==> src/rtl/capt_pkg.sv <==
package capt_pkg;
  localparam int CAP_CH        = 4;
  localparam int CNT_W         = 32;
  localparam int SEL_W         = $clog2(CAP_CH);
  localparam int BITS_PER_CH   = 3;
  localparam int CAP_CTRL_W    = CAP_CH * BITS_PER_CH;
  localparam int CNT_CTRL_W    = 2 + SEL_W;
  localparam int IRQ_W         = 8;
  localparam int IRQ_CAP_BASE  = 4;
  localparam int ADDR_W        = 3;
  localparam int ADDR_CAP_CTRL = 0;
  localparam int ADDR_CNT_CTRL = 1;
  localparam int ADDR_CAP_BASE = 4;

  typedef enum logic [1:0] {
    CM_TIMER = 2'd0,
    CM_RISE  = 2'd1,
    CM_FALL  = 2'd2,
    CM_BOTH  = 2'd3
  } cnt_mode_e;

  // strobes from control to datapath, valid for one cycle
  typedef struct packed {
    logic [CAP_CH-1:0] loadCap;
    logic [CAP_CH-1:0] raiseIrq;
    logic              countPulse;
  } cap_strobe_t;
endpackage

==> src/rtl/capt_edge_sync.sv <==
module capt_edge_sync #(
  parameter int NUM_CH = 4
) (
  input  logic              clk,
  input  logic              rstN,
  input  logic [NUM_CH-1:0] pinAsync,
  output logic [NUM_CH-1:0] riseEv,
  output logic [NUM_CH-1:0] fallEv
);
  genvar g;
  generate
    for (g = 0; g < NUM_CH; g++) begin : g_ch
      logic meta, stable, last;
      always_ff @(posedge clk) begin
        if (!rstN) begin
          meta   <= 1'b0;
          stable <= 1'b0;
          last   <= 1'b0;
        end else begin
          meta   <= pinAsync[g];
          stable <= meta;
          last   <= stable;
        end
      end
      assign riseEv[g] = stable & ~last;
      assign fallEv[g] = ~stable & last;
    end
  endgenerate
endmodule

==> src/rtl/capt_ctrl.sv <==
module capt_ctrl
  import capt_pkg::*;
#(
  parameter int NUM_CH = CAP_CH
) (
  input  logic [NUM_CH-1:0]  riseEv,
  input  logic [NUM_CH-1:0]  fallEv,
  input  logic [CAP_CTRL_W-1:0] capCtrl,
  input  logic [CNT_CTRL_W-1:0] cntCtrl,
  output cap_strobe_t        strobe
);
  localparam int RISE_OFS = 0;
  localparam int FALL_OFS = 1;
  localparam int IRQ_OFS  = 2;

  logic [NUM_CH-1:0] hit;

  genvar g;
  generate
    for (g = 0; g < NUM_CH; g++) begin : g_cap
      assign hit[g] = (riseEv[g] & capCtrl[BITS_PER_CH*g + RISE_OFS])
                    | (fallEv[g] & capCtrl[BITS_PER_CH*g + FALL_OFS]);
      assign strobe.loadCap[g]  = hit[g];
      assign strobe.raiseIrq[g] = hit[g] & capCtrl[BITS_PER_CH*g + IRQ_OFS];
    end
  endgenerate

  cnt_mode_e        mode;
  logic [SEL_W-1:0] srcSel;
  logic             srcRise, srcFall;

  assign mode    = cnt_mode_e'(cntCtrl[1:0]);
  assign srcSel  = cntCtrl[2 +: SEL_W];
  assign srcRise = riseEv[srcSel];
  assign srcFall = fallEv[srcSel];

  always_comb begin
    unique case (mode)
      CM_RISE:  strobe.countPulse = srcRise;
      CM_FALL:  strobe.countPulse = srcFall;
      CM_BOTH:  strobe.countPulse = srcRise | srcFall;
      default:  strobe.countPulse = 1'b0;
    endcase
  end
endmodule

==> src/rtl/capt_datapath.sv <==
module capt_datapath
  import capt_pkg::*;
#(
  parameter int NUM_CH = CAP_CH
) (
  input  logic                         clk,
  input  logic                         rstN,
  input  logic                         regWrEn,
  input  logic [ADDR_W-1:0]            regAddr,
  input  logic [CAP_CTRL_W-1:0]        regWrData,
  input  logic [CNT_W-1:0]             timerCount,
  input  cap_strobe_t                  strobe,
  output logic [CAP_CTRL_W-1:0]        capCtrlQ,
  output logic [CNT_CTRL_W-1:0]        cntCtrlQ,
  output logic [NUM_CH-1:0][CNT_W-1:0] capValQ,
  output logic [CNT_W-1:0]             regRdData,
  output logic [IRQ_W-1:0]             irqSet,
  output logic                         countEn
);
  logic [NUM_CH-1:0] irqQ;
  logic              cntPulseQ;

  // configuration registers
  always_ff @(posedge clk) begin
    if (!rstN) begin
      capCtrlQ <= '0;
      cntCtrlQ <= '0;
    end else if (regWrEn) begin
      if (regAddr == ADDR_W'(ADDR_CAP_CTRL)) capCtrlQ <= regWrData;
      if (regAddr == ADDR_W'(ADDR_CNT_CTRL)) cntCtrlQ <= regWrData[CNT_CTRL_W-1:0];
    end
  end

  // per-channel snapshot registers
  genvar g;
  generate
    for (g = 0; g < NUM_CH; g++) begin : g_snap
      always_ff @(posedge clk) begin
        if (!rstN) capValQ[g] <= '0;
        else if (strobe.loadCap[g]) capValQ[g] <= timerCount;
      end
    end
  endgenerate

  always_ff @(posedge clk) begin
    if (!rstN) begin
      irqQ      <= '0;
      cntPulseQ <= 1'b0;
    end else begin
      irqQ      <= strobe.raiseIrq;
      cntPulseQ <= strobe.countPulse;
    end
  end

  always_comb begin
    irqSet = '0;
    irqSet[IRQ_CAP_BASE +: NUM_CH] = irqQ;
  end

  assign countEn = (cnt_mode_e'(cntCtrlQ[1:0]) == CM_TIMER) | cntPulseQ;

  always_comb begin
    regRdData = '0;
    if (regAddr == ADDR_W'(ADDR_CAP_CTRL)) regRdData[CAP_CTRL_W-1:0] = capCtrlQ;
    if (regAddr == ADDR_W'(ADDR_CNT_CTRL)) regRdData[CNT_CTRL_W-1:0] = cntCtrlQ;
    for (int c = 0; c < NUM_CH; c++) begin
      if (regAddr == ADDR_W'(ADDR_CAP_BASE + c)) regRdData = capValQ[c];
    end
  end
endmodule

==> src/rtl/capt_input_unit.sv <==
module capt_input_unit
  import capt_pkg::*;
(
  input  logic                  clk,
  input  logic                  rstN,
  input  logic [CAP_CH-1:0]     capIn,
  input  logic [CNT_W-1:0]      timerCount,
  input  logic                  regWrEn,
  input  logic [ADDR_W-1:0]     regAddr,
  input  logic [CAP_CTRL_W-1:0] regWrData,
  output logic [CNT_W-1:0]      regRdData,
  output logic                  countEn,
  output logic [IRQ_W-1:0]      irqSet
);
  logic [CAP_CH-1:0]            riseEv, fallEv;
  logic [CAP_CTRL_W-1:0]        capCtrlQ;
  logic [CNT_CTRL_W-1:0]        cntCtrlQ;
  logic [CAP_CH-1:0][CNT_W-1:0] capValQ;
  cap_strobe_t                  strobe;

  capt_edge_sync #(.NUM_CH(CAP_CH)) u_sync (
    .clk(clk), .rstN(rstN), .pinAsync(capIn), .riseEv(riseEv), .fallEv(fallEv)
  );

  capt_ctrl #(.NUM_CH(CAP_CH)) u_ctrl (
    .riseEv(riseEv), .fallEv(fallEv), .capCtrl(capCtrlQ), .cntCtrl(cntCtrlQ),
    .strobe(strobe)
  );

  capt_datapath #(.NUM_CH(CAP_CH)) u_dp (
    .clk(clk), .rstN(rstN), .regWrEn(regWrEn), .regAddr(regAddr),
    .regWrData(regWrData), .timerCount(timerCount), .strobe(strobe),
    .capCtrlQ(capCtrlQ), .cntCtrlQ(cntCtrlQ), .capValQ(capValQ),
    .regRdData(regRdData), .irqSet(irqSet), .countEn(countEn)
  );
endmodule

==> config.mk <==
export PLATFORM = sky130hd
export DESIGN_NAME = capt_input_unit
export DESIGN_NICKNAME = d
export VERILOG_FILES = /design/src/rtl/capt_pkg.sv /design/src/rtl/capt_edge_sync.sv /design/src/rtl/capt_ctrl.sv /design/src/rtl/capt_datapath.sv /design/src/rtl/capt_input_unit.sv
export SDC_FILE = /design/constraint.sdc
export NUM_CORES = 1
export LEC_CHECK = 0
export BUFFER_PORTS_ARGS = -buffer_cell sky130_fd_sc_hd__buf_4
export CORE_MARGIN = 3
export CORE_UTILIZATION = 45
export DETAILED_ROUTE_END_ITERATION = 10
export PLACE_DENSITY = 0.73
export REMOVE_ABC_BUFFERS = 1
export SYNTH_ARGS = -nofsm -noshare
export SYNTH_HDL_FRONTEND = slang
export SYNTH_SLANG_ARGS = --single-unit
==> constraint.sdc <==
create_clock -name clk -period 1.7 [get_ports clk]
set_input_delay 0.34 -clock clk [delete_from_list [all_inputs] [get_ports clk]]
set_output_delay 0.34 -clock clk [all_outputs]
set_load 0.05 [all_outputs]
==> results of run 1 <==
==> worst reg2reg max path: cells and delay by family (launching register included) <==
kind / cells / cell delay (ps)
AO/OA/AOI/OAI: 2 / 380
flip-flops: 1 / 410
buffers and inverters: 1 / 360
AND/OR/NAND/NOR: 1 / 190
==> state kept, by name (all words and copies together) (netlist names) <==
signal              cells
u_dp.cntCtrlQ           4
u_dp.irqQ               4
u_dp.capCtrlQ          12
u_sync.g_ch.stable      4
u_dp.cntPulseQ          1
u_dp.capValQ          128
u_sync.g_ch.last        4
u_sync.g_ch.meta        4
==> per-layer routing <==
| metal | GRT usage (%) | routed length [um] |
|---|---|---|
| met1 | 31.3 | 9220 |
| met2 | 42.1 | 11500 |
| met4 | 9.07 | 551 |
| met3 | 4.55 | 1560 |
| met5 | 0 | 0 |
==> path summary, 6_finish.rpt <==
check	startpoint	end	cells after the start
min reg2reg	u_sync.g_ch[0].meta	u_sync.g_ch[0].stable	1
max	u_dp.capValQ[122]	regRdData[26]	3
min	capIn[0]	u_sync.g_ch[0].meta	2
max reg2reg	u_sync.g_ch[0].last	u_dp.capValQ[9]	4
==> area by class of cell <==
cell class | instances | area, um^2 | area share, %
well taps | 216 | 270 | 2.74
repair buffers | 150 | 1540 | 15.6
multi-input cells | 581 | 4200 | 42.6
clock buffers | 23 | 488 | 4.95
inverters | 1 | 3.75 | 0.0380
flip-flops and latches | 161 | 3280 | 33.3
clock inverters | 8 | 77.6 | 0.786
==> kinds of logic after synthesis <==
group	count (synthesis)	synth area share, %
compound gates	302	25.2
buf+inv	88	5.73
flops	161	42.3
mux	50	10.5
other cells	1	0.0492
simple gates	225	16.2
==> power by group through the flow <==
stage	Clock (mW)	Combinational, mW	Sequential, mW
floorplan	0	0.182	3.90
global placement	0	0.517	3.91
detailed placement	0	0.519	3.91
CTS	3.71	0.564	3.83
global route	3.89	0.608	3.83
finish	3.70	0.576	3.83
==> Yosys cell counts <==
library cell  instances  area (um^2)
dfxtp_1             161         3220
nand3_1             128          641
o21ai_0             128          641
a21boi_0            125          938
clkbuf_1             67          251
and2_1               32          200
nand2_1              31          116
mux4_2               21          473
a22oi_1              16          120
mux2_2               16          180
a21boi_1             15          113
o22ai_1              13         81.3
mux2i_1              12          120
and3b_1               8         70.1
nand2b_1              8         50.1
nand3b_1              8         60.1
buf_4                 6         45.0
buf_2                 5         25.0
buf_6                 5         56.3
nor2b_1               5         31.3
a21oi_1               4         20.0
buf_8                 2         30.0
and2b_1               1         7.51
buf_12                1         20.0
clkbuf_2              1         5.00
conb_1                1         3.75
inv_1                 1         3.75
mux4_1                1         26.3
nor2_4                1         11.3
nor4b_4               1         23.8
nor4bb_1              1         10.0
o21bai_1              1         7.51
or4b_4                1         13.8
==> timing repair <==
item	in CTS	in global routing
cloned	0	0
hold buffers	0	0
buffers inserted	12	1
gates resized for setup	122	37
pin swaps	29	10
setup endpoints to repair	32	32
==> per-stage QoR <==
step | utilization, % | worst slack [ps] | cells
after detailed placement | 53.6 | -343 | 1096
after CTS | 60.2 | -193 | 1139
after global placement | 53.6 | -344 | 1096
after global routing | 60.8 | -224 | 1140
after floorplan | - | -95.6 | 743
final | 60.8 | -198 | 1140
==> cell usage in the layout, fill, tap and decap left out, drive strengths merged, types with 2 or more instances in the layout <==
cell type / count
a21boi: 140
a21oi: 4
a22oi: 16
and2: 32
and3b: 8
buf: 150
clkbuf: 23
clkinv: 3
clkinvlp: 2
conb: 4
dfxtp: 161
inv: 3
mux2: 16
mux2i: 12
mux4: 22
nand2: 31
nand2b: 8
nand3: 128
nand3b: 8
nor2b: 5
o21ai: 128
o22ai: 13
==> summary.txt, run 1 <==
Power and ir drop
  – Sw Pwr: 1.85 mW
  – Internal power: 6.25 mW
  – Pwr Density: 821 nW/um^2
  – Total Power: 8.10 mW
  – Clock network power share: 45.6%
  – Sequential share of power: 47.2%
  – Combinational Power Share: 7.1%
  – Maximum vdd drop: 679 uV
  – Sw Share: 22.9%
  – Leak pwr: 3.47 nW

Critical path
  – Crit Path Class: flop to output pin
  – Data required, critical path: 1360 ps
  – CP endpoint kind: output pin
  – Top delay family on crit path: multiplexers
  – Worst EP arrival: 1560 ps
  – Crit-path slowest cell: mux4_2
  – Critical path peak fanout: 2
  – CP cell instances: mux4_2 -> and2_4 -> buf_8
  – Crit path launch type: flop
  – Crit-path max cell delay: 470 ps
  – Bufs and invs on worst path: 1
  – R2R setup slack: 280 ps

Routing
  – Initial drt markers: 657
  – Per-cell routed wire length: 20.1 um
  – Routed Antenna Nets: 0
  – Via density: 6.00
  – DRC viols: 0
  – Overall routed net length: 22,900 um
  – DRT Pass-1 Iters: 5
  – Vias post-DR: 6,835

STA
  – Fin Clk Skew: 6.18 ps
  – F_max: 527 MHz
  – Fin worst setup slack: -198 ps
  – Final hold viol count: 0
  – Final TNS setup: -4200 ps
  – Tmin final: 1900 ps
  – Fin. max-slew vios: 0
  – Worst Hold Slack: 114 ps
  – Fin crit share: 112%
  – RSZ-0062 raised after global routing: true
  – Final setup fails: 32

Run
  – Maxcap violations: 0

GRT
  – GRT Overall Usage: 24.7%
  – Global-route wire length before repair: 36,100 um
  – Vias in the first global route: 6,744
  – Largest net degree at the start of global routing: 82
  – Gr ovfl total: 0
  – Antenna violations before repair: 0

Synth
  – Syn Area/Cell: 9.21 um^2
  – Synth Instances: 827
  – Mapped cell area: 7620 um^2
  – #FFs+latches synth: 161
  – Synth unique cells: 33
  – Ys Warns: 0
  – Post-synthesis sequential area ratio: 42.3%

Layout
  – Finished Cell Area: 9870 um^2
  – Fraction of layout cells with a size suffix above 1: 34.0%
  – # nets final: 966
  – P&R area growth vs syn: 29.5%
  – Fillers: 1,371
  – ANT cells: 0

Clock network
  – H-tree levels: 4
  – Clock tree buffer depth: 2
  – Clock Tree Root: clkbuf_16
  – Clock slew at reported path FFs: 60 ps
  – Worst-Skew Late Latency: 430 ps
  – CTS sink count: 161
  – CTS tree: done
  – CTS Buf Count: 17

Hold path
  – HP Class: primary input to flop

Floorplanning
  – Number of core rows: 46
  – Initial Utilization: 46.9%
  – Die X: 136 um
  – Die ar.: 18,500 um^2
  – I/O pin count: 95
  – Height of the die: 136 um
  – Core area: 16,200 um^2

Place
  – Cell Area, Placed: 8700 um^2
  – Final HPWL DP: 13,400 um
  – Port-buffer cells: 90
  – GPL Wtd Cong: 0.789

Run status
  – Failing checks: negative setup slack
  – Status: finished, violations left
Note: power is estimated with default switching activity, not from simulation.
==> run 2, diff against run 1 <==
==> constraint.sdc (replaced) <==
create_clock -name clk -period 1.7 [get_ports clk]
set_input_delay 0.085 -clock clk [delete_from_list [all_inputs] [get_ports clk]]
set_output_delay 0.085 -clock clk [all_outputs]
set_load 0.05 [all_outputs]
==> summary.txt, run 2 (synthesized netlist as in run 1, its figures left out) <==
GRT
  – Largest net degree at the start of global routing: 67
  – Gr ovfl total: 0
  – Vias in the first global route: 6,896
  – GRT Overall Usage: 24.5%
  – Antenna violations before repair: 0
  – Global-route wire length before repair: 36,000 um

Hold path
  – Hold depth: 4
  – HP Class: primary input to flop

Floorplanning
  – Initial Utilization: 46.9%
  – Core area: 16,200 um^2
  – Die X: 136 um
  – I/O pin count: 95
  – Die ar.: 18,500 um^2
  – Height of the die: 136 um
  – Number of core rows: 46

Routing
  – Via density: 5.85
  – Routed Antenna Nets: 0
  – Per-cell routed wire length: 19.0 um
  – Initial drt markers: 542
  – Overall routed net length: 22,200 um
  – DRT Pass-1 Iters: 5
  – DRC viols: 0
  – Vias post-DR: 6,829

Place
  – Final HPWL DP: 13,500 um
  – Port-buffer cells: 90
  – GPL Wtd Cong: 0.786

Run status
  – Status: finished, final reports clean

STA
  – RSZ-0062 raised after global routing: false
  – F_max: 601 MHz
  – Fin. max-slew vios: 0
  – Final setup fails: 0
  – Fin crit share: 97.9%
  – Final hold viol count: 0
  – Fin Clk Skew: 10.2 ps
  – Worst Hold Slack: 62.4 ps
  – Tmin final: 1660 ps
  – Final TNS setup: 0 ps

Power and ir drop
  – Sw Pwr: 1.95 mW
  – Internal power: 6.19 mW
  – Sw Share: 24.0%
  – Clock network power share: 45.8%
  – Sequential share of power: 47.0%
  – Leak pwr: 3.39 nW
  – Combinational Power Share: 7.2%
  – Maximum vdd drop: 762 uV
  – Pwr Density: 843 nW/um^2

Clock network
  – Worst-Skew Late Latency: 440 ps
  – CTS sink count: 161
  – Clock tree buffer depth: 2
  – CTS tree: done
  – Clock slew at reported path FFs: 70 ps
  – H-tree levels: 4
  – Clock Tree Root: clkbuf_16
  – CTS Buf Count: 17

Layout
  – Top Registers: u_dp.capValQ (128), u_dp.capCtrlQ (12)
  – Most common cell after layout, fill and taps aside: dfxtp_1
  – Largest register by flop count: u_dp.capValQ
  – Max reg flops: 128
  – Most frequent cells in the layout: 160 x dfxtp_1, 128 x nand3_1, 128 x o21ai_0
  – ANT cells: 0
  – # nets final: 993
  – P&R area growth vs syn: 26.8%
  – Fraction of layout cells with a size suffix above 1: 21.4%

Critical path
  – Crit path launch type: flop
  – R2R depth: 4
  – Worst EP arrival: 1580 ps
  – CP endpoint kind: output pin
  – Data required, critical path: 1620 ps
  – Critical path peak fanout: 2
  – Crit Path Class: flop to output pin

Run
  – Maxcap violations: 0
## run 2: final timing paths
check	slack, ps	endpoint	start
hold reg to reg	430	u_sync.g_ch[3].stable	u_sync.g_ch[3].meta
hold / removal	60	u_dp.capCtrlQ[8]	regWrEn
setup / recovery	40	regRdData[26]	u_dp.capValQ[90]
setup reg to reg	280	u_dp.capValQ[7]	u_sync.g_ch[0].stable
## run 2: layer usage
metal | global-route usage, % | up-vias | wire, um
met3 | 3.92 | 26 | 1270
li1 | - | 3225 | -
met4 | 8.57 | 0 | 280
met2 | 42.7 | 244 | 11300
met5 | 0 | - | 0
met1 | 30.8 | 3334 | 9320
## run 2: repair_timing
item,CTS,global route
hold endpoints to repair,147,0
gates resized for setup,0,10
hold buffers,48,0
setup endpoints to repair,0,8
setup buffers,0,0
## run 2: area by class of cell
class | instances | area [um^2]
fillers | 1413 | 6570
clock inverters | 13 | 130
clock buffers | 19 | 443
repair buffers | 177 | 1610
flip-flops and latches | 161 | 3220
multi-input cells | 581 | 3980
well taps | 216 | 270
inverters | 1 | 3.75
## run 2: stage by stage
step | setup slack (ps) | utilization [%] | std cells | total power [mW] | instance area (um^2)
finish | 36.2 | 59.5 | 1168 | 8.14 | 9660
global route | 0.429 | 59.5 | 1168 | 8.36 | 9660
CTS | 7.68 | 59.3 | 1168 | 8.16 | 9630
detailed placement | 171 | 52.8 | 1088 | 4.40 | 8570
global placement | 176 | 52.8 | 1088 | 4.40 | 8570
floorplan | 228 | - | 743 | 4.08 | 7200
## run 2: power by group through the flow
stage / combinational (mW) / clock, mW / sequential [mW]
floorplan: 0.182 / 0 / 3.90
global placement: 0.490 / 0 / 3.91
detailed placement: 0.493 / 0 / 3.91
CTS: 0.582 / 3.75 / 3.83
global route: 0.626 / 3.90 / 3.83
finish: 0.585 / 3.73 / 3.83
## run 2: critical path, stage by stage (launching register included)
cell     delay, ps
dfxtp_1        330
mux4_2         460
and2_1         200
buf_6          160
==> run 3, diff against run 2 <==
--- a/config.mk
+++ b/config.mk
@@ -8,8 +8,8 @@
 export BUFFER_PORTS_ARGS = -buffer_cell sky130_fd_sc_hd__buf_4
 export CORE_MARGIN = 3
 export CORE_UTILIZATION = 45
+export CTS_BUF_LIST = sky130_fd_sc_hd__clkbuf_16
 export DETAILED_ROUTE_END_ITERATION = 10
-export PLACE_DENSITY = 0.73
 export REMOVE_ABC_BUFFERS = 1
 export SYNTH_ARGS = -nofsm -noshare
 export SYNTH_HDL_FRONTEND = slang
==> constraint.sdc (replaced) <==
create_clock -name clk -period 1.7 [get_ports clk]
set_input_delay 0.51 -clock clk [delete_from_list [all_inputs] [get_ports clk]]
set_output_delay 0.51 -clock clk [all_outputs]
set_load 0.05 [all_outputs]
==> summary.txt, run 3 (synthesized netlist as in run 1, its figures left out) <==
Run status
  – Status: finished, violations left
  – Failing checks: negative setup slack

Hold path
  – Hold depth: 2
  – Hold_sp: capIn[2]
  – HP Class: primary input to flop
  – Hold Path Sink: u_sync.g_ch[2].meta

Critical path
  – RR Startpoint: u_sync.g_ch[3].stable
  – R2R depth: 4
  – CP endpoint kind: output pin
  – RR Endpoint: u_dp.capValQ[120]
  – Crit path launch type: primary input
  – Critical path peak fanout: 8
  – R2R setup slack: 320 ps
  – Crit Path Class: primary input to output pin
  – Data required, critical path: 1190 ps
  – Worst EP arrival: 1610 ps

Layout
  – Largest register by flop count: u_dp.capValQ
  – Most common cell after layout, fill and taps aside: dfxtp_1
  – FF+latch area: 3230 um^2
  – Fraction of layout cells with a size suffix above 1: 28.2%
  – # nets final: 958
  – Fillers: 1,348
  – Most frequent cells in the layout: 157 x dfxtp_1, 128 x nand3_1, 128 x o21ai_0
  – Top Registers: u_dp.capValQ (128), u_dp.capCtrlQ (12)
  – Finished Cell Area: 9950 um^2
  – Max reg flops: 128
  – Multi-input gate area: 4220 um^2
  – Non-Filler Instances: 1,131
  – Final core utilization: 61.3%
  – ANT cells: 0
  – P&R area growth vs syn: 30.7%

Floorplanning
  – Die X: 136 um
  – Initial Utilization: 46.9%
  – Core area: 16,200 um^2
  – Number of core rows: 46
  – I/O pin count: 95
  – Height of the die: 136 um
  – Die ar.: 18,500 um^2

Power and ir drop
  – Pwr Density: 804 nW/um^2
  – Total Power: 8.00 mW
  – Maximum vdd drop: 766 uV
  – Leak pwr: 3.48 nW

GRT
  – Global-route wire length before repair: 38,700 um
  – Vias in the first global route: 7,156
  – Antenna violations before repair: 0
  – Gr ovfl total: 0
  – GRT Overall Usage: 26.7%
  – Largest net degree at the start of global routing: 58

Routing
  – Via density: 6.15
  – DRT Pass-1 Iters: 6
  – Routed Antenna Nets: 0
  – Overall routed net length: 24,400 um
  – DRC viols: 0
  – Vias post-DR: 6,955
  – Initial drt markers: 657
  – Per-cell routed wire length: 21.6 um

Clock network
  – Clock slew at reported path FFs: 60 ps
  – Clock tree buffer depth: 2
  – CTS Buf Count: 17
  – CTS sink count: 161
  – CTS tree: done
  – Hold buffer count at cts: 0
  – Worst-Skew Late Latency: 420 ps
  – Clock Tree Root: clkbuf_16
  – H-tree levels: 4

Run
  – Maxcap violations: 0

Place
  – Port-buffer cells: 90
  – Total placed cells including tap cells: 1,087
  – Final HPWL DP: 13,400 um
  – Cell Area, Placed: 8720 um^2
  – GPL Wtd Cong: 0.777

STA
  – F_max: 471 MHz
  – Final setup fails: 33
  – Fin worst setup slack: -422 ps
  – Fin crit share: 125%
  – RSZ-0062 raised after global routing: true
  – Worst Hold Slack: 295 ps
  – Tmin final: 2120 ps
  – Final hold viol count: 0
  – Fin. max-slew vios: 0
  – Fin Clk Skew: 7.88 ps
run 3: metal layers:
layer	up-vias	track usage, %	routed length (um)
li1	3149	-	-
met1	3437	33.8	10000
met5	-	0	0
met2	323	44.8	12200
met3	46	5.37	1730
met4	0	10.5	432
run 3: power by group:
group | switching, mW | internal, mW
sequential | 0.0251 | 3.80
combinational | 0.307 | 0.323
clock | 1.45 | 2.09
run 3: what timing repair did:
item	CTS	global route
gates resized for setup	107	24
gates cloned	6	0
endpoints found under the hold margin	0	0
setup endpoints to repair	33	33
buffers inserted	8	3
pin swaps	31	21
run 3: worst max path at each step:
stage | slack, ps | start | to | depth (start not counted)
finish | -420 | regAddr[0] | regRdData[28] | 5
global route | -460 | regAddr[0] | regRdData[28] | 5
CTS | -430 | regAddr[0] | regRdData[28] | 5
detailed placement | -560 | regAddr[0] | regRdData[5] | 6
global placement | -560 | regAddr[0] | regRdData[2] | 6
floorplan | -440 | regAddr[2] | regRdData[0] | 3
run 3: stage by stage:
step	setup slack, ps	setup TNS [ps]
6_report	-422	-12040
3_3_place_gp	-557	-19440
3_5_place_dp	-562	-19900
2_1_floorplan	-436	-6680
4_1_cts	-433	-12600
5_1_grt	-463	-13070
run 3: worst max-delay path: stages:
cell,delay [ps]
buf_16,130
buf_12,150
mux4_2,500
and2_4,170
buf_6,140
run 3: layout make-up:
cell class,instances,area share [%]
Multi-Input combinational cell,581,42.4
Sequential cell,161,32.4
Timing Repair Buffer,142,17.1
Clock buffer,17,4.27
Tap cell,216,2.71
Clock inverter,13,1.04
Inverter,1,0.0377
